$ cat src/rtl/pmg_pkg.sv
package pmg_pkg;

    localparam int PMG_MODE_W  = 3;
    localparam int PMG_DEEPEST = 5;
    localparam int PMG_EN_N    = 8;

    // Index of each enable in the internal enable vector
    typedef enum int {
        EN_CPU    = 0,
        EN_FLL    = 1,
        EN_MCLK   = 2,
        EN_SMCLK  = 3,
        EN_DCOCLK = 4,
        EN_DCODC  = 5,
        EN_ACLK   = 6,
        EN_XTAL   = 7
    } pmg_en_idx_e;

    // First mode value (0 = active) at which the enable is switched off
    function automatic int pmg_off_level(input int idx);
        case (idx)
            EN_CPU:    return 1;
            EN_FLL:    return 2;
            EN_MCLK,
            EN_SMCLK,
            EN_DCOCLK: return 3;
            EN_DCODC:  return 4;
            default:   return 5;
        endcase
    endfunction

endpackage

$ cat src/rtl/pmg_mode_ctrl.sv
module pmg_mode_ctrl
    import pmg_pkg::*;
#(
    parameter int MODE_W  = PMG_MODE_W,
    parameter int DEEPEST = PMG_DEEPEST
) (
    input  logic              clk,
    input  logic              rst,
    input  logic              wr,
    input  logic [MODE_W-1:0] wdata,
    input  logic              irq,
    input  logic              reti,
    output logic [MODE_W-1:0] nx_mode,
    output logic              busy
);

    localparam logic [MODE_W-1:0] MODE_ACTIVE = '0;
    localparam logic [MODE_W-1:0] MODE_MAX    = MODE_W'(DEEPEST);

    logic [MODE_W-1:0] run_q, saved_q, saved_d, wnorm;
    logic              busy_d;

    assign wnorm = (wdata > MODE_MAX) ? MODE_MAX : wdata;

    always_comb begin
        nx_mode = run_q;
        saved_d = saved_q;
        busy_d  = busy;
        if (busy) begin
            if (reti) begin
                nx_mode = saved_q;
                busy_d  = 1'b0;
            end else if (wr) begin
                saved_d = wnorm;
            end
        end else begin
            if (irq) begin
                saved_d = run_q;
                nx_mode = MODE_ACTIVE;
                busy_d  = 1'b1;
            end else if (wr) begin
                nx_mode = wnorm;
            end
        end
    end

    always_ff @(posedge clk) begin
        if (rst) begin
            run_q   <= MODE_ACTIVE;
            saved_q <= MODE_ACTIVE;
            busy    <= 1'b0;
        end else begin
            run_q   <= nx_mode;
            saved_q <= saved_d;
            busy    <= busy_d;
        end
    end

    // an accepted return reinstates the mode held before it
    p_restore_r7: assert property (@(posedge clk) disable iff (rst)
        (busy && reti) |=> (run_q == $past(saved_q)));

    // the mode in force never exceeds the deepest depth
    p_norm_r5: assert property (@(posedge clk) disable iff (rst)
        (run_q <= MODE_MAX) && (saved_q <= MODE_MAX));

    // a second interrupt during service leaves the saved mode alone
    p_nonest_r9: assert property (@(posedge clk) disable iff (rst)
        (busy && irq && !reti && !wr) |=> $stable(saved_q));

endmodule

$ cat src/rtl/pmg_gate_bank.sv
module pmg_gate_bank
    import pmg_pkg::*;
#(
    parameter int MODE_W = PMG_MODE_W,
    parameter int EN_N   = PMG_EN_N
) (
    input  logic              clk,
    input  logic              rst,
    input  logic [MODE_W-1:0] nx_mode,
    output logic [EN_N-1:0]   en
);

    for (genvar i = 0; i < EN_N; i++) begin : g_en
        logic on_d;
        assign on_d = (int'(nx_mode) < pmg_off_level(i));
        always_ff @(posedge clk) begin
            if (rst) en[i] <= 1'b1;
            else     en[i] <= on_d;
        end
    end

    // enables switch off in nested order
    p_nest_aclk_r12: assert property (@(posedge clk) disable iff (rst)
        !en[EN_ACLK] |-> !en[EN_DCODC]);
    p_nest_dc_r12: assert property (@(posedge clk) disable iff (rst)
        !en[EN_DCODC] |-> !en[EN_DCOCLK]);
    p_nest_dco_r12: assert property (@(posedge clk) disable iff (rst)
        !en[EN_DCOCLK] |-> !en[EN_FLL]);
    p_nest_fll_r12: assert property (@(posedge clk) disable iff (rst)
        !en[EN_FLL] |-> !en[EN_CPU]);

endmodule

$ cat src/rtl/pmg_top.sv
module pmg_top
    import pmg_pkg::*;
#(
    parameter int MODE_W  = PMG_MODE_W,
    parameter int DEEPEST = PMG_DEEPEST
) (
    input  logic              clk,
    input  logic              rst,
    input  logic              mode_wr,
    input  logic [MODE_W-1:0] mode_wdata,
    input  logic              irq_pend,
    input  logic              reti_stb,
    output logic              cpu_clk_en,
    output logic              mclk_en,
    output logic              smclk_en,
    output logic              aclk_en,
    output logic              fll_en,
    output logic              dco_clk_en,
    output logic              dco_dc_en,
    output logic              xtal_en
);

    localparam int EN_N = PMG_EN_N;

    logic [MODE_W-1:0] nx_mode;
    logic              busy;
    logic [EN_N-1:0]   en;

    pmg_mode_ctrl #(.MODE_W(MODE_W), .DEEPEST(DEEPEST)) u_ctrl (
        .clk     (clk),
        .rst     (rst),
        .wr      (mode_wr),
        .wdata   (mode_wdata),
        .irq     (irq_pend),
        .reti    (reti_stb),
        .nx_mode (nx_mode),
        .busy    (busy)
    );

    pmg_gate_bank #(.MODE_W(MODE_W), .EN_N(EN_N)) u_gate (
        .clk     (clk),
        .rst     (rst),
        .nx_mode (nx_mode),
        .en      (en)
    );

    assign cpu_clk_en = en[EN_CPU];
    assign fll_en     = en[EN_FLL];
    assign mclk_en    = en[EN_MCLK];
    assign smclk_en   = en[EN_SMCLK];
    assign dco_clk_en = en[EN_DCOCLK];
    assign dco_dc_en  = en[EN_DCODC];
    assign aclk_en    = en[EN_ACLK];
    assign xtal_en    = en[EN_XTAL];

    // an accepted wake gives a running CPU right after the sampling edge
    p_wake_r6: assert property (@(posedge clk) disable iff (rst)
        (irq_pend && !busy) |=> (cpu_clk_en && (&en)));

    // everything runs while an interrupt is in service
    p_service_r9: assert property (@(posedge clk) disable iff (rst)
        busy |-> (&en));

    // enables hold without an accepted event
    p_hold_r12: assert property (@(posedge clk) disable iff (rst)
        (!(irq_pend && !busy) && !(reti_stb && busy) && !mode_wr) |=> $stable(en));

endmodule

$ cat config.mk
export PLATFORM = sky130hd
export DESIGN_NAME = pmg_top
export DESIGN_NICKNAME = d
export VERILOG_FILES = /design/src/rtl/pmg_pkg.sv /design/src/rtl/pmg_mode_ctrl.sv /design/src/rtl/pmg_gate_bank.sv /design/src/rtl/pmg_top.sv
export SDC_FILE = /design/constraint.sdc
export NUM_CORES = 1
export LEC_CHECK = 0
export ABC_AREA = 1
export ABC_CLOCK_PERIOD_IN_PS = 1300
export BUFFER_PORTS_ARGS = -buffer_cell sky130_fd_sc_hd__clkbuf_2
export CAP_MARGIN = 25
export CELL_PAD_IN_SITES_DETAIL_PLACEMENT = 0
export CELL_PAD_IN_SITES_GLOBAL_PLACEMENT = 1
export CORE_ASPECT_RATIO = 0.75
export CORE_MARGIN = 2
export CORE_UTILIZATION = 33
export DETAILED_ROUTE_END_ITERATION = 10
export GPL_TIMING_DRIVEN = 0
export PLACE_DENSITY = 0.76
export SETUP_SLACK_MARGIN = 0.2
export SYNTH_ARGS = -nofsm -noshare
export SYNTH_HDL_FRONTEND = slang
export SYNTH_SLANG_ARGS = --single-unit
$ cat constraint.sdc
create_clock -name clk -period 1.3 [get_ports clk]
set_clock_uncertainty 0.1 [all_clocks]
set_input_delay 0.26 -clock clk [delete_from_list [all_inputs] [get_ports clk]]
set_output_delay 0.26 -clock clk [all_outputs]
set_load 0.1 [all_outputs]
==> impl_metrics.ini <==
[clock_tree]
cts_max_level = 1
cts_buffers = 3
clk_latency_ps = 270
cts_sinks = 12
holdBufCountCts = 0
cts_tree = built
cts_root_buf = clkbuf_4
clockBufferDepth = 2
path_clk_slew_ps = 80

[timing]
slew_headroom = 0.854
tightestPinTransition_ps = 219
final_hold_viol_count = 0
post-route-period-util = 1.01
rsz0062_at_grt = true
drv_slew = 0
setup_violations = 3
period_needed_ps = 1310
fmax_mhz = 763
fin_ws_ps = -10.5

[layout]
antennaDiodeCount = 0
stdcell_area_sq_mm = 0.00103
fin_nets = 123
final_cells = 136
area_delta_synth_final_pct = 69.7
final_util = 0.597
drive_gt1_frac = 0.500

[global_routing]
overflow = 0
grt_pass1_wl_um = 2420
antenna_found_initial = 0
grt_start_max_net_pins = 8
grt_usage = 0.164
grt_pass1_vias = 557

[placed_design]
dp.cells = 128
dpl_cell_area_sq_um = 746
hpwl_um = 928
gp_congestion = 0.803
io_buffers = 15

[die]
rows = 13
die_h_um = 41.1
fp.dieW_um = 53.5
start_util = 0.352
dieArea_sq_mm = 0.00220
io-pin-count = 16
coreArea_sq_mm = 0.00172

[job]
cap_violations = 0

[routing]
wirelength_um = 1550
drc_errors = 0
drt-vias-per-instance = 4.49
ant_nets = 0
wl_per_cell_um = 11.4
dr.pass1.iters = 5
vias = 610
drtIter0Drc = 9

[synth]
syn_inst = 91
synth.area.top_cells = dfxtp_1 40%, nand2_1 17%, inv_1 9.9%
synth_top_area_frac = 0.396
syn-mean-instance-area_sq_um = 6.67
synth-seq-cells = 12
synth_warnings = 0
ys_types = 16
synthesis.nets = 99
yosys.area.top_type = dfxtp_1
ys_seq_area_frac = 0.396
syn_area_sq_um = 607

[setup_path]
crit_path_end_kind = output port
crit_path_max_fanout = 3
critical_path_required_ps = 940
path_class = flop to output port
arrival_ps = 950
crit_path_start_kind = flop

[power]
max-vdd-ir-drop_mv = 0.875
p_total_w = 0.00116
power_density_mw_per_mm2 = 1130
power.leakage_nw = 0.516

[outcome]
violations = negative setup slack
status = complete, but fails checks

[worst_hold_path]
min_path_type = primary input to flop
## path summary, 6_finish.rpt
path | start | end | slack (ps) | cells past startpoint
min reg2reg | u_ctrl.saved_q[2]$_SDFFE_PP0P_ | u_ctrl.saved_q[2]$_SDFFE_PP0P_ | 370 | 2
max | u_gate.en[2]$_SDFF_PP1_ | mclk_en | -10 | 2
min | rst | u_ctrl.saved_q[2]$_SDFFE_PP0P_ | 130 | 2
max reg2reg | u_ctrl.busy$_SDFF_PP0_ | u_gate.en[6]$_SDFF_PP1_ | 120 | 7
## critical path: stages (launching register included)
cell and delay, ps:
dfxtp_4 370, buf_6 120, clkbuf_16 180
## cell families (layout without fill, tap and decap cells)
kind of cell	after synthesis	count (layout)	share of synthesized area
compound gates	6	6	0.0742
buf+inv	21	44	0.161
flops	12	12	0.396
simple gates	52	52	0.369
## where the power goes
part           internal (W)  switching [W]
clock              0.000170       0.000129
sequential         0.000398      0.0000204
combinational      0.000173       0.000272
total              0.000741       0.000422
## synth_stat cells, drive strengths merged
library cell  number
nand3              7
a21oi              4
buf                4
dfxtp             12
nand2             29
nor2              14
o21ai              2
nor3               2
inv               17
## sequential cells by signal (all words and copies together), names as in the netlist
name and cells:
u_ctrl.run_q 3, u_ctrl.saved_q 3, u_ctrl.busy 1, u_gate.en 5
## final cells by class
cell class	instances	area (sq um)
clock buffers	4	36.3
inverters	17	63.8
repair buffers	19	254
fillers	165	694
multi-input cells	58	333
flip-flops and latches	12	253
well taps	22	27.5
plain buffers	4	62.6
## timing repair
item | in CTS | in global routing
cloned | 1 | 0
endpoints found under the setup margin | 15 | 17
gates resized for setup | 34 | 13
pin swaps | 12 | 7
buffers inserted | 2 | 1
## stage by stage
stage	TNS (ps)	setup slack, ps	hold slack, ps
global route	-95.1	-36.6	122
CTS	-12.0	-8.64	107
floorplan	0	55.9	229
finish	-19.4	-10.5	127
global placement	0	66.0	352
detailed placement	0	62.2	357
## placed cells by master (no fill, tap or decap), types with 3 or more instances in the layout
cell type  netlist  layout
nor2_2           0       3
nand3_2          0       3
nand2_2          1       8
buf_4            3       4
dfxtp_1         12       6
clkbuf_2         0       7
inv_1           16      15
nand2_1         27      20
clkbuf_16        0       7
nor2_1          13      10
dfxtp_2          0       4
nand3_1          7       4
clkbuf_4         0       3
## routing by layer
layer | vias up | wire length (um) | global-route usage | part of all wire
li1 | 315 | - | - | -
met1 | 281 | 671 | 0.177 | 0.43
met2 | 12 | 765 | 0.287 | 0.49
met3 | 2 | 103 | 0.0876 | 0.066
met4 | 0 | 10 | 0.0449 | 0.0065
met5 | - | 0 | 0 | 0
(Power assumes the default switching activity.)
